### src/rtl/err_router_pkg.sv
`timescale 1ns/1ps
package err_router_pkg;
  typedef enum logic [1:0] {
    CLS_COR      = 2'd0,
    CLS_NONFATAL = 2'd1,
    CLS_FATAL    = 2'd2
  } err_cls_e;

  // class bit index used by enable, pending and received-status vectors
  localparam int IDX_COR      = 0;
  localparam int IDX_NONFATAL = 1;
  localparam int IDX_FATAL    = 2;
  localparam int N_CLS        = 3;

  localparam int ADDR_W = 4;
  localparam logic [ADDR_W-1:0] A_INT_EN   = 4'd0;
  localparam logic [ADDR_W-1:0] A_DEV_EN   = 4'd1;
  localparam logic [ADDR_W-1:0] A_SYSERR   = 4'd2;
  localparam logic [ADDR_W-1:0] A_UNC_MASK = 4'd3;
  localparam logic [ADDR_W-1:0] A_COR_MASK = 4'd4;
  localparam logic [ADDR_W-1:0] A_UNC_SEV  = 4'd5;
  localparam logic [ADDR_W-1:0] A_UNC_STAT = 4'd6;
  localparam logic [ADDR_W-1:0] A_COR_STAT = 4'd7;
  localparam logic [ADDR_W-1:0] A_RX_STAT  = 4'd8;
endpackage

### src/rtl/err_cfg_regs.sv
`timescale 1ns/1ps
module err_cfg_regs
  import err_router_pkg::*;
#(
  parameter int N_UNC  = 8,
  parameter int N_COR  = 8,
  parameter int DATA_W = 8
) (
  input  logic              clk,
  input  logic              rst_n,
  input  logic              we,
  input  logic [ADDR_W-1:0] addr,
  input  logic [DATA_W-1:0] wdata,
  output logic [N_CLS-1:0]  int_en,
  output logic [N_CLS-1:0]  dev_en,
  output logic              syserr_en,
  output logic [N_UNC-1:0]  unc_mask,
  output logic [N_COR-1:0]  cor_mask,
  output logic [N_UNC-1:0]  unc_sev
);
  always_ff @(posedge clk) begin
    if (!rst_n) begin
      int_en    <= '0;
      dev_en    <= '0;
      syserr_en <= 1'b0;
      unc_mask  <= '0;
      cor_mask  <= '0;
      unc_sev   <= '0;
    end else if (we) begin
      case (addr)
        A_INT_EN:   int_en    <= wdata[N_CLS-1:0];
        A_DEV_EN:   dev_en    <= wdata[N_CLS-1:0];
        A_SYSERR:   syserr_en <= wdata[0];
        A_UNC_MASK: unc_mask  <= wdata[N_UNC-1:0];
        A_COR_MASK: cor_mask  <= wdata[N_COR-1:0];
        A_UNC_SEV:  unc_sev   <= wdata[N_UNC-1:0];
        default: ;
      endcase
    end
  end
endmodule

### src/rtl/err_status_log.sv
`timescale 1ns/1ps
module err_status_log
  import err_router_pkg::*;
#(
  parameter int                W    = 8,
  parameter logic [ADDR_W-1:0] ADDR = 4'd6
) (
  input  logic              clk,
  input  logic              rst_n,
  input  logic [W-1:0]      det,
  input  logic [W-1:0]      mask,
  input  logic              we,
  input  logic [ADDR_W-1:0] addr,
  input  logic [W-1:0]      wdata,
  output logic [W-1:0]      ev,
  output logic [W-1:0]      st
);
  logic [W-1:0] clr;

  assign ev  = det & ~mask;
  assign clr = (we && addr == ADDR) ? wdata : '0;

  // a new detection beats a clear of the same bit
  always_ff @(posedge clk) begin
    if (!rst_n) st <= '0;
    else        st <= (st & ~clr) | ev;
  end

  p_masked_quiet_r3: assert property (@(posedge clk) disable iff (!rst_n)
    1'b1 |=> ((st & ~$past(st) & ~$past(det & ~mask)) == '0));

  p_sticky_set_r2: assert property (@(posedge clk) disable iff (!rst_n)
    ((det & ~mask) != '0) |=> ((st & $past(det & ~mask)) == $past(det & ~mask)));
endmodule

### src/rtl/err_msg_arb.sv
`timescale 1ns/1ps
module err_msg_arb
  import err_router_pkg::*;
(
  input  logic             clk,
  input  logic             rst_n,
  input  logic [N_CLS-1:0] req,
  input  logic             msg_ready,
  output logic             msg_valid,
  output err_cls_e         msg_class
);
  logic [N_CLS-1:0] pend, pend_nx, grant;
  err_cls_e         pick;
  logic             slot_free;

  assign pend_nx   = pend | req;
  assign slot_free = !msg_valid || msg_ready;

  always_comb begin
    grant = '0;
    pick  = CLS_COR;
    if (pend_nx[IDX_FATAL]) begin
      grant[IDX_FATAL] = 1'b1;
      pick = CLS_FATAL;
    end else if (pend_nx[IDX_NONFATAL]) begin
      grant[IDX_NONFATAL] = 1'b1;
      pick = CLS_NONFATAL;
    end else if (pend_nx[IDX_COR]) begin
      grant[IDX_COR] = 1'b1;
      pick = CLS_COR;
    end
  end

  always_ff @(posedge clk) begin
    if (!rst_n) begin
      pend      <= '0;
      msg_valid <= 1'b0;
      msg_class <= CLS_COR;
    end else if (slot_free) begin
      pend      <= pend_nx & ~grant;
      msg_valid <= |pend_nx;
      msg_class <= pick;
    end else begin
      pend      <= pend_nx;
    end
  end

  p_hold_r10: assert property (@(posedge clk) disable iff (!rst_n)
    (msg_valid && !msg_ready) |=> (msg_valid && $stable(msg_class)));

  p_fatal_first_r9: assert property (@(posedge clk) disable iff (!rst_n)
    (msg_valid && msg_ready && pend[IDX_FATAL]) |=> (msg_class == CLS_FATAL));

  p_idle_after_drain_r9: assert property (@(posedge clk) disable iff (!rst_n)
    (msg_valid && msg_ready && pend == '0 && req == '0) |=> !msg_valid);
endmodule

### src/rtl/pcie_err_router.sv
`timescale 1ns/1ps
module pcie_err_router
  import err_router_pkg::*;
#(
  parameter int N_UNC  = 8,
  parameter int N_COR  = 8,
  parameter int DATA_W = 8
) (
  input  logic              clk,
  input  logic              rst_n,
  input  logic [N_UNC-1:0]  unc_det,
  input  logic [N_COR-1:0]  cor_det,
  input  logic              rx_fatal,
  input  logic              rx_nonfatal,
  input  logic              rx_cor,
  input  logic              cfg_we,
  input  logic [ADDR_W-1:0] cfg_addr,
  input  logic [DATA_W-1:0] cfg_wdata,
  output logic [N_UNC-1:0]  unc_status,
  output logic [N_COR-1:0]  cor_status,
  output logic [N_CLS-1:0]  rx_status,
  output logic              irq_fatal,
  output logic              irq_nonfatal,
  output logic              irq_cor,
  output logic              msg_valid,
  input  logic              msg_ready,
  output logic [1:0]        msg_class
);
  logic [N_CLS-1:0] int_en, dev_en, req, rx_det, rx_ev, lvl;
  logic             syserr_en;
  logic [N_UNC-1:0] unc_mask, unc_sev, unc_ev;
  logic [N_COR-1:0] cor_mask, cor_ev;
  logic             loc_f, loc_nf, loc_c;
  err_cls_e         cls;

  err_cfg_regs #(.N_UNC(N_UNC), .N_COR(N_COR), .DATA_W(DATA_W)) u_cfg (
    .clk, .rst_n, .we(cfg_we), .addr(cfg_addr), .wdata(cfg_wdata),
    .int_en, .dev_en, .syserr_en, .unc_mask, .cor_mask, .unc_sev
  );

  err_status_log #(.W(N_UNC), .ADDR(A_UNC_STAT)) u_unc_log (
    .clk, .rst_n, .det(unc_det), .mask(unc_mask), .we(cfg_we), .addr(cfg_addr),
    .wdata(cfg_wdata[N_UNC-1:0]), .ev(unc_ev), .st(unc_status)
  );

  err_status_log #(.W(N_COR), .ADDR(A_COR_STAT)) u_cor_log (
    .clk, .rst_n, .det(cor_det), .mask(cor_mask), .we(cfg_we), .addr(cfg_addr),
    .wdata(cfg_wdata[N_COR-1:0]), .ev(cor_ev), .st(cor_status)
  );

  assign rx_det = {rx_fatal, rx_nonfatal, rx_cor};

  err_status_log #(.W(N_CLS), .ADDR(A_RX_STAT)) u_rx_log (
    .clk, .rst_n, .det(rx_det), .mask('0), .we(cfg_we), .addr(cfg_addr),
    .wdata(cfg_wdata[N_CLS-1:0]), .ev(rx_ev), .st(rx_status)
  );

  // classify unmasked local events of this cycle
  assign loc_f  = |(unc_ev & unc_sev);
  assign loc_nf = |(unc_ev & ~unc_sev);
  assign loc_c  = |cor_ev;

  // upstream requests: system-error enable never touches the correctable class
  assign req[IDX_FATAL]    = (loc_f  && (dev_en[IDX_FATAL] || syserr_en))
                           || (rx_ev[IDX_FATAL] && syserr_en);
  assign req[IDX_NONFATAL] = (loc_nf && (dev_en[IDX_NONFATAL] || syserr_en))
                           || (rx_ev[IDX_NONFATAL] && syserr_en);
  assign req[IDX_COR]      = (loc_c || rx_ev[IDX_COR]) && dev_en[IDX_COR];

  err_msg_arb u_arb (
    .clk, .rst_n, .req, .msg_ready, .msg_valid, .msg_class(cls)
  );
  assign msg_class = cls;

  // level interrupts from class status
  assign lvl[IDX_FATAL]    = (|(unc_status & unc_sev))  || rx_status[IDX_FATAL];
  assign lvl[IDX_NONFATAL] = (|(unc_status & ~unc_sev)) || rx_status[IDX_NONFATAL];
  assign lvl[IDX_COR]      = (|cor_status)              || rx_status[IDX_COR];

  assign irq_fatal    = lvl[IDX_FATAL]    && int_en[IDX_FATAL];
  assign irq_nonfatal = lvl[IDX_NONFATAL] && int_en[IDX_NONFATAL];
  assign irq_cor      = lvl[IDX_COR]      && int_en[IDX_COR];

  p_cor_no_syserr_r7: assert property (@(posedge clk) disable iff (!rst_n)
    (!msg_valid && (cor_det != '0 || rx_cor) && !dev_en[IDX_COR]
     && unc_det == '0 && !rx_fatal && !rx_nonfatal && u_arb.pend == '0) |=> !msg_valid);
endmodule

### config.mk
export PLATFORM = sky130hd
export DESIGN_NAME = pcie_err_router
export DESIGN_NICKNAME = d
export VERILOG_FILES = /design/src/rtl/err_router_pkg.sv /design/src/rtl/err_cfg_regs.sv /design/src/rtl/err_status_log.sv /design/src/rtl/err_msg_arb.sv /design/src/rtl/pcie_err_router.sv
export SDC_FILE = /design/constraint.sdc
export NUM_CORES = 1
export LEC_CHECK = 0
export BUFFER_PORTS_ARGS = -buffer_cell sky130_fd_sc_hd__buf_4
export CORE_UTILIZATION = 30
export DETAILED_ROUTE_END_ITERATION = 12
export PLACE_DENSITY = 0.61
export SLEW_MARGIN = 30
export SYNTH_ARGS = -nofsm -noshare
export SYNTH_HDL_FRONTEND = slang
export SYNTH_SLANG_ARGS = --single-unit
### constraint.sdc
create_clock -name clk -period 1.37 [get_ports clk]
set_input_delay 0 -clock clk [delete_from_list [all_inputs] [get_ports clk]]
set_output_delay 0 -clock clk [all_outputs]
set_load 0.05 [all_outputs]
==> results of run 1 <==
## layout by cell type (no fill, tap or decap), drive strengths merged
cell type / Yosys / final
nor2: 8 / 8
nor2b: 61 / 61
and3: 4 / 4
nand2: 26 / 26
buf: 3 / 90
nor3b: 7 / 7
a41oi: 1 / 1
nor3: 3 / 3
o21a: 1 / 1
a21oi: 24 / 24
and4b: 2 / 2
a41o: 1 / 1
a221oi: 3 / 3
a222oi: 3 / 3
a32o: 1 / 1
a211o: 1 / 1
nor4: 2 / 2
a22oi: 4 / 4
inv: 11 / 11
mux2i: 26 / 26
o21ai: 1 / 1
a2111oi: 1 / 1
bufinv: 0 / 1
nand3: 3 / 3
and2b: 1 / 1
nand3b: 4 / 4
a22o: 2 / 2
dlygate4sd3: 0 / 4
clkbuf: 9 / 7
dfxtp: 56 / 56
a21boi: 4 / 4
a31oi: 3 / 3
nand2b: 3 / 3
## power breakdown
group	total, mW	internal (mW)	switching (mW)
clock network	1.18	0.646	0.530
logic	0.616	0.266	0.349
registers	1.74	1.68	0.0585
total	3.53	2.60	0.938
## synth_stat cells, types with 2 or more instances
cell type / instances
nand3b_1: 3
a22o_1: 2
nand2_1: 26
a221oi_1: 3
nand2b_1: 3
mux2i_1: 26
nor3b_1: 5
and4b_1: 2
nor2b_1: 60
clkbuf_1: 9
a222oi_1: 3
nand3_1: 3
inv_1: 11
a22oi_1: 4
a21oi_1: 24
nor4_1: 2
and3_1: 3
dfxtp_1: 56
nor2_1: 8
a21boi_0: 4
nor3_1: 3
a31oi_1: 3
buf_4: 2
## worst min-delay path, cell delays in order
cell and delay [ps]:
buf_4 110, mux2i_1 70, nor2b_1 100
## kinds of logic (layout without fill, tap and decap cells)
kind of cell    count (synthesis)  after routing
simple gates                  124            124
mux                            26             26
buf+inv                        23            113
flops                          56             56
compound gates                 50             50
## flip-flops by register name (all words and copies together), names as in the netlist
name and flops:
u_cfg.cor_mask 8, u_cfg.unc_mask 8, u_cfg.unc_sev 8, u_cor_log.st 8
u_unc_log.st 8, u_arb.pend 3, u_cfg.dev_en 3, u_cfg.int_en 3
u_rx_log.st 3, u_arb.msg_class 2, u_arb.msg_valid 1, u_cfg.syserr_en 1
## layout make-up
class	count	area, sq um
clock inverter	1	30.0
fill	812	4590
timing repair buffer	94	749
multi-input combinational	200	1440
inverter	11	41.3
tap	105	131
clock buffer	7	96.3
sequential	56	1140
## metal layers
layer	part of all wire, %	track usage (%)
met5	0	0
met4	2.7	7.44
met3	3.0	2.83
met2	49	28.0
met1	45	20.8
## through the flow
step / util (%) / power (mW) / instances / setup TNS [ps]
floorplan: - / 2.10 / 279 / -153
CTS: 43.3 / 3.54 / 472 / -571
global route: 44.1 / 3.68 / 474 / -877
finish: 44.1 / 3.53 / 474 / -733
detailed placement: 40.0 / 2.35 / 457 / -291
global placement: 40.0 / 2.35 / 457 / -132
## worst min path at each step
stage	start	to	depth (start not counted)
6_report	cfg_wdata[4]	u_cfg.cor_mask[4]$_SDFFE_PN0P_	3
5_1_grt	cfg_wdata[7]	u_cfg.unc_sev[7]$_SDFFE_PN0P_	3
4_1_cts	cfg_wdata[4]	u_cfg.unc_sev[4]$_SDFFE_PN0P_	3
3_5_place_dp	rx_cor	u_rx_log.st[0]$_SDFF_PN0_	3
3_3_place_gp	rx_cor	u_rx_log.st[0]$_SDFF_PN0_	3
2_1_floorplan	rx_cor	u_rx_log.st[0]$_SDFF_PN0_	2
## what timing repair did
| action | CTS | global route |
|---|---|---|
| pin swaps | 16 | 6 |
| setup buffers | 3 | 2 |
| hold buffers | 4 | 0 |
| endpoints found under the setup margin | 7 | 8 |
| gates resized for setup | 27 | 15 |
| hold endpoints to repair | 4 | 0 |
==> impl_results.md, run 1 <==
* Status: finished, violations left
* Failing checks: setup timing
* Post-synth top area cell: dfxtp_1
* Final ANT Viol Nets at 0
* Multiplexer area fraction after synthesis at 10.2%
* CP max FO at 2
* Final worst slack at -208 ps
* Avg Cell Area, Syn at 9.12 sq um
* Layout Skew at 8.36 ps
* Crit path time final at 1580 ps
* Critical Path AT at 1580 ps
* CP max stage delay at 450 ps
* Final Cell Area at 3620 sq um
* Nets at 403
* Final WL at 7220 microns
* Max clock buf depth at 2
* Critical Path End: irq_nonfatal
* Iteration-0 DRC Markers at 106
* Worst R2R Setup Slack at -140 ps
* Total grt overflow at 0
* Post-DP HPWL at 5250 microns
* Share of cells above drive strength 1 at 36.9%
* Area of placed instances at 3280 sq um
* Chip Height at 94.1 microns
* Post-synthesis sequential area ratio at 44.1%
* Crit path buffers/inverters at 3
* Distinct cells, synth at 37
* Largest net degree at the start of global routing at 58
* R2r startpoint: u_cfg.unc_mask[0]$_SDFFE_PN0P_
* Power per cell area at 975 nW/um^2
* Maximum clock rate at 0.634 GHz
* Worst min-delay path category: in2reg
* Critical path start-end classification: reg2out
* Max-cap violation count at 0
* Cell mode on critical path: buf_6
* WP data required at 1370 ps
* Drc violations at 0
* RSZ-0062 raised after global routing: true
* I/O pin count at 60
* Area contributors post-synth: dfxtp_1 44%, nor2b_1 15%, mux2i_1 10%
* Area share of xor/xnor cells in the synthesized design at 0%
* Async SR Flop Fraction at 0%
* Vias at 2261
* Post-synth EDFFs at 0
* First-pass GRT wire length at 11200 microns
* Critical R2R Capture: u_arb.msg_valid$_SDFFE_PN0N_
* Clk slew on worst S/H paths at 100 ps
* Initial Utilization at 31.0%
* Max-slew headroom at 68.2%
* Startpoint types: flop
* Htree depth at 2
* Area share of the largest cell type after synthesis at 44.1%
* Slowest cell on crit path: a222oi_1
* Crit end category: output port
* Simple-gate area share of the yosys netlist at 28.7%
* Area Overhead vs Synth at 42.4%
* ANT cells at 0
* Compound-cell area share of the yosys netlist at 13.1%
* All-Layer GR Usage at 16.7%
* Peak supply drop at 0.381 mV
* Clock Sinks at 56
* Lkg Pwr at 1.47 nW
* Core area at 8220 sq um
* Gate Count Post-Synth at 279
* Dpl ws at -84.6 ps
* Largest family of logic cells by synthesized area: simple AND/OR/NAND/NOR gates
* Slew @ Worst Pin at 477 ps
* Root Driver: clkbuf_8
* Clk Latency, worst-skew pair at 300 ps
* Synthesis Warnings at 0
* Die extent in x at 94.1 microns
* Min Hold Slack at 7.46 ps
* CP delay by family, top: compound AO/OA/AOI/OAI gates
* Cell area after synthesis at 2540 sq um
* CTS tree: yes
* Routed len/inst at 15.2 microns
* Initial antenna violation count at 0
* Worst path depth at 5
* Mapped Nets at 314
* Critical path, cell by cell: inv_2 -> buf_6 -> a222oi_1 -> a31oi_4 -> buf_6
* Worst-case reg-to-reg path depth at 5
* Number of port buffers at 59
* Final period util at 115%
* GPL Wtd Cong at 0.911
* Num CTS Buffers at 5
* Die ar. at 8860 sq um
* Drt pass-1 iters at 4
* Row Count at 33
* Vias per cell at 4.77
* Final Max Slew Viols at 0
* Primary FF master, synth: dfxtp_1
* CP Launch Point: u_cfg.unc_sev[7]$_SDFFE_PN0P_
* Adder-Cell Fraction of Synth Area at 0%
* Final hold vios at 0
* Setup violators final at 6
* Synthesized flop and latch total at 56
* Vias in the first global route at 2246
Power figures use the tool's default switching activity.
==> run 2: changes to the inputs <==
--- a/config.mk
+++ b/config.mk
@@ -5,10 +5,11 @@
 export SDC_FILE = /design/constraint.sdc
 export NUM_CORES = 1
 export LEC_CHECK = 0
+export ABC_AREA = 1
 export BUFFER_PORTS_ARGS = -buffer_cell sky130_fd_sc_hd__buf_4
 export CORE_UTILIZATION = 30
 export DETAILED_ROUTE_END_ITERATION = 12
-export PLACE_DENSITY = 0.61
+export PLACE_DENSITY = 0.62
 export SLEW_MARGIN = 30
 export SYNTH_ARGS = -nofsm -noshare
 export SYNTH_HDL_FRONTEND = slang
==> impl_results.md, run 2 <==
* Multiplexer area fraction after synthesis at 0% (was 10.2%)
* Share of cells above drive strength 1 at 28.3% (was 36.9%)
* Gate Count Post-Synth at 324 (was 279)
* WP data required at 1370 ps (about the same)
* Final ANT Viol Nets at 0 (unchanged)
* Nets at 448 (was 403)
* Post-DP HPWL at 5150 microns (was 5250 microns)
* Part of the power in registers at 48.5% (was 49.3%)
* CP Launch Point: u_cfg.unc_sev[5]$_SDFFE_PN0P_ (was u_cfg.unc_sev[7]$_SDFFE_PN0P_)
* Maximum clock rate at 0.716 GHz (was 0.634 GHz)
* Distinct cells, synth at 25 (was 37)
* Crit path buffers/inverters at 2 (was 3)
* Worst min-delay path category: in2reg (unchanged)
* Avg Cell Area, Syn at 7.31 sq um (was 9.12 sq um)
* Most frequent cells in the layout: 63 x buf_4, 55 x a21oi_1, 50 x o21ai_0 (was 81 x buf_4, 56 x nor2b_1, 42 x dfxtp_1)
* Switching pwr at 1.02 mW (was 0.938 mW)
* Final Max Slew Viols at 0 (unchanged)
* Vias at 2445 (was 2261)
* Lkg Pwr at 1.54 nW (was 1.47 nW)
* Slowest cell on crit path: dfxtp_2 (was a222oi_1)
* Cell Int Power at 2.61 mW (was 2.60 mW)
* Commonest non-fill, non-tap cell in the layout: buf_4 (unchanged)
* Layout Skew at 12.1 ps (was 8.36 ps)
* Setup violators final at 1 (was 6)
* Largest family of logic cells by synthesized area: compound AO/OA/AOI/OAI gates (was simple AND/OR/NAND/NOR gates)
* Clk Latency, worst-skew pair at 310 ps (was 300 ps)
* Area contributors post-synth: dfxtp_1 47%, a21oi_1 12%, o21ai_0 11% (was dfxtp_1 44%, nor2b_1 15%, mux2i_1 10%)
* Final period util at 102% (was 115%)
* Post-synthesis sequential area ratio at 47.4% (was 44.1%)
* Vias in the first global route at 2371 (was 2246)
* Routed len/inst at 13.7 microns (was 15.2 microns)
* I/O pin count at 60 (unchanged)
* Area share of xor/xnor cells in the synthesized design at 0% (unchanged)
* Post-synth top area cell: dfxtp_1 (unchanged)
* Total grt overflow at 0 (unchanged)
* RSZ-0062 raised after global routing: true (unchanged)
* Iteration-0 DRC Markers at 141 (was 106)
* Final Util at 45.0% (was 44.1%)
* Area share of the largest cell type after synthesis at 47.4% (was 44.1%)
* Chip Height at 90.8 microns (was 94.1 microns)
* Num CTS Buffers at 5 (unchanged)
* Non-Filler Instances at 516 (was 474)
* Area Overhead vs Synth at 46.2% (was 42.4%)
* Cell area after synthesis at 2370 sq um (was 2540 sq um)
* Crit path time final at 1400 ps (was 1580 ps)
* Final WL at 7060 microns (was 7220 microns)
* Power per cell area at 1050 nW/um^2 (was 975 nW/um^2)
* Slew @ Worst Pin at 452 ps (was 477 ps)
* Root Driver: clkbuf_8 (unchanged)
* Async SR Flop Fraction at 0% (unchanged)
* Htree depth at 2 (unchanged)
* GPL Wtd Cong at 0.839 (was 0.911)
* Initial antenna violation count at 0 (unchanged)
* Clock Sinks at 56 (unchanged)
* Power, Total at 3.63 mW (was 3.53 mW)
* CTS tree: yes (unchanged)
* Min Hold Slack at 6.41 ps (was 7.46 ps)
* Drt pass-1 iters at 4 (unchanged)
* Final Cell Area at 3460 sq um (was 3620 sq um)
* First-pass GRT wire length at 11600 microns (was 11200 microns)
* Synthesized flop and latch total at 56 (unchanged)
* CP max FO at 4 (was 2)
* Gate power share at 18.8% (was 17.4%)
* Area of placed instances at 2980 sq um (was 3280 sq um)
* Largest net degree at the start of global routing at 30 (was 58)
* Primary FF master, synth: dfxtp_1 (unchanged)
* Vias per cell at 4.74 (was 4.77)
* Final hold vios at 0 (unchanged)
* Dpl ws at 98.6 ps (was -84.6 ps)
* Switching part of the total power at 28.2% (was 26.5%)
* Final worst slack at -25.9 ps (was -208 ps)
* Clk slew on worst S/H paths at 100 ps (about the same)
* Crit end category: output port (unchanged)
* Synthesis Warnings at 0 (unchanged)
* All-Layer GR Usage at 17.6% (was 16.7%)
* ANT cells at 0 (unchanged)
* Critical Path AT at 1400 ps (was 1580 ps)
* Die ar. at 8250 sq um (was 8860 sq um)
* Drc violations at 0 (unchanged)
* Core area at 7690 sq um (was 8220 sq um)
* Compound-cell area share of the yosys netlist at 26.0% (was 13.1%)
* Post-synth EDFFs at 0 (unchanged)
* Placed insts at 484 (was 457)
* Status: finished, violations left (unchanged)
* Count leader, synth: a21oi_1 (was nor2b_1)
* Critical path, cell by cell: inv_2 -> nand2_2 -> nand3_2 -> a211oi_4 -> a21oi_4 -> buf_6 (was inv_2 -> buf_6 -> a222oi_1 -> a31oi_4 -> buf_6)
* Synth top cells by count: 58 x a21oi_1, 56 x dfxtp_1, 52 x inv_1 (was 60 x nor2b_1, 56 x dfxtp_1, 26 x mux2i_1, 26 x nand2_1, 24 x a21oi_1)
* Max-cap violation count at 0 (unchanged)
* Max-slew headroom at 69.7% (was 68.2%)
* Failing checks: setup timing (unchanged)
* Initial Utilization at 30.8% (was 31.0%)
* Worst R2R Setup Slack at 70 ps (was -140 ps)
* Simple-gate area share of the yosys netlist at 16.8% (was 28.7%)
* Number of port buffers at 59 (unchanged)
* Adder-Cell Fraction of Synth Area at 0% (unchanged)
* Hold_sp: cor_det[2] (was cfg_wdata[4])
* CP max stage delay at 370 ps (was 450 ps)
* Max clock buf depth at 2 (unchanged)
* Clock share of power at 32.8% (was 33.3%)
* Peak supply drop at 0.395 mV (was 0.381 mV)
* Die extent in x at 90.8 microns (was 94.1 microns)
* Critical path start-end classification: reg2out (unchanged)
* Setup TNS at -25.9 ps (was -733 ps)
* Mapped Nets at 359 (was 314)
* R2r startpoint: u_cfg.unc_sev[6]$_SDFFE_PN0P_ (was u_cfg.unc_mask[0]$_SDFFE_PN0P_)
* CP delay by family, top: flip-flops (was compound AO/OA/AOI/OAI gates)
* Startpoint types: flop (unchanged)
* Row Count at 32 (was 33)
-- run 2: cell types whose count changed after synthesis, moves of 5 or more --
cell,previous run,this run
nor3b_1,5,0
inv_1,11,52
a21oi_1,24,58
nand3_1,3,20
nor2_1,8,15
mux2i_1,26,0
nor2b_1,60,0
nand2_1,26,41
o21ai_0,1,51
-- run 2: layout make-up --
| type | instances | area, sq um |
|---|---|---|
| clock buffers | 7 | 96.3 |
| clock inverters | 1 | 30.0 |
| fillers | 798 | 4230 |
| inverters | 54 | 203 |
| multi-input cells | 207 | 1120 |
| flip-flops and latches | 56 | 1140 |
| well taps | 102 | 128 |
| repair buffers | 89 | 737 |
-- run 2: path summary, 6_finish.rpt --
| path | endpoint | cells past startpoint |
|---|---|---|
| worst max register to register | u_arb.msg_valid$_SDFFE_PN0N_ | 9 |
| worst min register to register | u_cfg.cor_mask[6]$_SDFFE_PN0P_ | 2 |
| worst min-delay path | u_cor_log.st[2]$_SDFF_PN0_ | 5 |
| worst max-delay path | irq_nonfatal | 6 |
-- run 2: kinds of logic after synthesis --
family,Yosys count
AO/OA/AOI/OAI,118
buffers and inverters,61
flip-flops,56
AND/OR/NAND/NOR,89
-- run 2: worst min-delay path, cell delays in order --
cell,delay (ps)
buf_4,110
inv_1,40
nor2_1,40
inv_1,40
a21oi_1,50
-- run 2: power by group through the flow --
stage                     Combinational [mW]  Sequential, mW  Clock [mW]
after global routing                   0.739            1.77        1.27
after global placement                 0.597            1.79           0
after floorplan                        0.201            1.93           0
after detailed placement               0.600            1.79           0
final                                  0.681            1.76        1.19
after CTS                              0.662            1.75        1.23
-- run 2: timing repair --
action / 4_1_cts / 5_1_grt
endpoints found under the hold margin: 34 / 0
gates resized for setup: 9 / 33
hold buffers: 23 / 0
pin swaps: 1 / 8
endpoints found under the setup margin: 3 / 7
setup buffers: 0 / 1
-- run 2: routing by layer --
layer | vias up | routed length (microns) | global-route usage (%)
met4 | 0 | 127 | 5.95
met1 | 1094 | 3210 | 23.9
met3 | 12 | 499 | 3.79
met5 | - | 0 | 0
met2 | 82 | 3220 | 27.6
li1 | 1257 | - | -
==> run 3: changes to the inputs <==
--- a/config.mk
+++ b/config.mk
@@ -9,8 +9,9 @@
 export BUFFER_PORTS_ARGS = -buffer_cell sky130_fd_sc_hd__buf_4
 export CORE_UTILIZATION = 30
 export DETAILED_ROUTE_END_ITERATION = 12
-export PLACE_DENSITY = 0.62
+export PLACE_DENSITY = 0.61
 export SLEW_MARGIN = 30
 export SYNTH_ARGS = -nofsm -noshare
 export SYNTH_HDL_FRONTEND = slang
+export SYNTH_HIERARCHICAL = 1
 export SYNTH_SLANG_ARGS = --single-unit
==> impl_results.md, run 3 <==
* Status: complete, no violations (was finished, violations left)
* Gate Count Post-Synth at 467 (was 324)
* Post-synth top area cell: dfxtp_1 (unchanged)
* Final worst slack at 29.2 ps (was -25.9 ps)
* Slowest cell on crit path: dfxtp_2 (unchanged)
* Iteration-0 DRC Markers at 146 (was 141)
* Die ar. at 10000 sq um (was 8250 sq um)
* Startpoint types: flop (unchanged)
* Setup violators final at 0 (was 1)
* Nets at 584 (was 448)
* Non-Filler Instances at 679 (was 516)
* Critical path start-end classification: reg2out (unchanged)
* Clock Sinks at 56 (unchanged)
* Fillers at 1008 (was 798)
* Vias per cell at 4.24 (was 4.74)
* Dpl ws at 35.3 ps (was 98.6 ps)
* Drc violations at 0 (unchanged)
* Count leader, synth: nand2_1 (was a21oi_1)
* Crit path buffers/inverters at 3 (was 2)
* CTS tree: yes (unchanged)
* WP data required at 1370 ps (about the same)
* Final Cell Area at 3850 sq um (was 3460 sq um)
* Number of port buffers at 59 (unchanged)
* Avg Cell Area, Syn at 6.19 sq um (was 7.31 sq um)
* Final hold vios at 0 (unchanged)
* Primary FF master, synth: dfxtp_1 (unchanged)
* CP max FO at 3 (was 4)
* Critical path, cell by cell: buf_6 -> nand2_4 -> nand3_2 -> nand3b_1 -> nand2_1 -> inv_2 -> buf_8 (was inv_2 -> nand2_2 -> nand3_2 -> a211oi_4 -> a21oi_4 -> buf_6)
* Final WL at 7700 microns (was 7060 microns)
* Async SR Flop Fraction at 0% (unchanged)
* Most frequent cells in the layout: 137 x nand2_1, 92 x nor2_1, 77 x inv_1 (was 63 x buf_4, 55 x a21oi_1, 50 x o21ai_0)
* Total grt overflow at 0 (unchanged)
* Routed len/inst at 11.3 microns (was 13.7 microns)
* Final Max Slew Viols at 0 (unchanged)
* Initial Utilization at 31.1% (was 30.8%)
* Synth top cells by count: 146 x nand2_1, 104 x nor2_1, 78 x inv_1 (was 58 x a21oi_1, 56 x dfxtp_1, 52 x inv_1)
* First-pass GRT wire length at 12400 microns (was 11600 microns)
* Final ANT Viol Nets at 0 (unchanged)
* Drt pass-1 iters at 4 (unchanged)
* ANT cells at 0 (unchanged)
* GPL Wtd Cong at 0.819 (was 0.839)
* Core area at 9280 sq um (was 7690 sq um)
* Post-synth EDFFs at 0 (unchanged)
* Synthesized flop and latch total at 56 (unchanged)
* Critical Path AT at 1340 ps (was 1400 ps)
* Layout Skew at 12.6 ps (was 12.1 ps)
* Post-DP HPWL at 5730 microns (was 5150 microns)
* Final period util at 97.9% (was 102%)
* Row Count at 35 (was 32)
* Area of placed instances at 3480 sq um (was 2980 sq um)
* Distinct cells, synth at 23 (was 25)
* Clk slew on worst S/H paths at 110 ps (was 100 ps)
* Crit end category: output port (unchanged)
* I/O pin count at 60 (unchanged)
* All-Layer GR Usage at 15.7% (was 17.6%)
* Max-cap violation count at 0 (unchanged)
* Die extent in x at 100 microns (was 90.8 microns)
* Area contributors post-synth: dfxtp_1 39%, nand2_1 19%, nor2_1 14% (was dfxtp_1 47%, a21oi_1 12%, o21ai_0 11%)
* Power, Total at 3.45 mW (was 3.63 mW)
* Clk Latency, worst-skew pair at 320 ps (was 310 ps)
* Setup TNS at 0 ps (was -25.9 ps)
* Lkg Pwr at 2.00 nW (was 1.54 nW)
* CP Launch Point: u_cfg/unc_sev[5]$_SDFFE_PN0P_ (was u_cfg.unc_sev[5]$_SDFFE_PN0P_)
* Initial antenna violation count at 0 (unchanged)
* Worst min-delay path category: in2reg (unchanged)
* Maximum clock rate at 0.746 GHz (was 0.716 GHz)
* Synthesis Warnings at 6 (was 0)
* Share of cells above drive strength 1 at 25.3% (was 28.3%)
* Placed insts at 655 (was 484)
* Htree depth at 2 (unchanged)
* Cell area after synthesis at 2890 sq um (was 2370 sq um)
* Area share of the largest cell type after synthesis at 38.8% (was 47.4%)
* R2r startpoint: u_cfg/unc_sev[0]$_SDFFE_PN0P_ (was u_cfg.unc_sev[6]$_SDFFE_PN0P_)
* Root Driver: clkbuf_8 (unchanged)
* Largest net degree at the start of global routing at 27 (was 30)
* RSZ-0062 raised after global routing: true (unchanged)
* Commonest non-fill, non-tap cell in the layout: nand2_1 (was buf_4)
* Peak supply drop at 0.417 mV (was 0.395 mV)
* Hold_sp: cor_det[0] (was cor_det[2])
* CP max stage delay at 350 ps (was 370 ps)
* Vias at 2876 (was 2445)
* CP delay by family, top: simple AND/OR/NAND/NOR gates (was flip-flops)
* Post-synthesis sequential area ratio at 38.8% (was 47.4%)
* Vias in the first global route at 2589 (was 2371)
* Power per cell area at 896 nW/um^2 (was 1050 nW/um^2)
* Num CTS Buffers at 5 (unchanged)
* Chip Height at 100 microns (was 90.8 microns)
* Max clock buf depth at 2 (unchanged)
* Crit path time final at 1340 ps (was 1400 ps)
* Area Overhead vs Synth at 33.2% (was 46.2%)
==> run 3: layout make-up <==
type	count	area (sq um)	area share [%]
Clock buffer	5	68.8	1.79
Clock inverter	3	22.5	0.585
Inverter	83	312	8.09
Multi-Input combinational cell	323	1490	38.8
Sequential cell	56	1140	29.6
Tap cell	129	161	4.19
Timing Repair Buffer	80	654	17.0
==> run 3: worst reg2reg max path, delay by kind of cell, from the launching register on <==
family / cells / cell delay (ps)
buffers and inverters: 1 / 50
DFF: 1 / 400
and+or+nand+nor: 10 / 710
==> run 3: metal layers <==
layer / vias to the layer above / part of all wire (%) / track usage (%)
li1: 1544 / - / -
met1: 1243 / 49 / 22.2
met2: 78 / 45 / 24.9
met3: 11 / 5.2 / 2.37
met4: 0 / 1.4 / 4.35
met5: - / 0 / 0
==> run 3: report_power, final <==
group | leakage [nW] | internal [mW] | total [mW] | switching [mW]
logic | 1.48 | 0.274 | 0.737 | 0.464
registers | 0.465 | 1.70 | 1.76 | 0.0615
clock network | 0.0485 | 0.369 | 0.957 | 0.588
total | 2.00 | 2.34 | 3.45 | 1.11
==> run 3: cells by family (layout without fill, tap and decap cells) <==
kind of cell / after synthesis / in the layout / share of synthesized area (%)
simple gates: 295 / 295 / 44.0
buf+inv: 90 / 171 / 12.8
flops: 56 / 56 / 38.8
compound gates: 25 / 25 / 4.33
other cells: 1 / 3 / 0.130
==> run 3: what timing repair did <==
item,in CTS,in global routing
hold buffers,14,0
hold endpoints to repair,21,0
gates resized for setup,7,43
endpoints found under the setup margin,2,8
setup buffers,0,2
pin swaps,1,15
==> run 3: final timing paths <==
| check | endpoint | slack, ps | cells after the start |
|---|---|---|---|
| worst min-delay path | u_cor_log/st[0]$_SDFF_PN0_ | 4 | 5 |
| worst max-delay path | irq_fatal | 30 | 7 |
| worst min register to register | u_arb/pend[0]$_SDFF_PN0_ | 490 | 2 |
| worst max register to register | u_arb/msg_valid$_SDFFE_PN0N_ | 90 | 11 |
==> run 3: per-stage QoR <==
stage               hold WS (ps)  util [%]
global placement             265      37.5
CTS                         3.18      40.2
finish                      3.77      41.5
detailed placement           269      37.5
floorplan                    120         -
global route                20.8      41.5
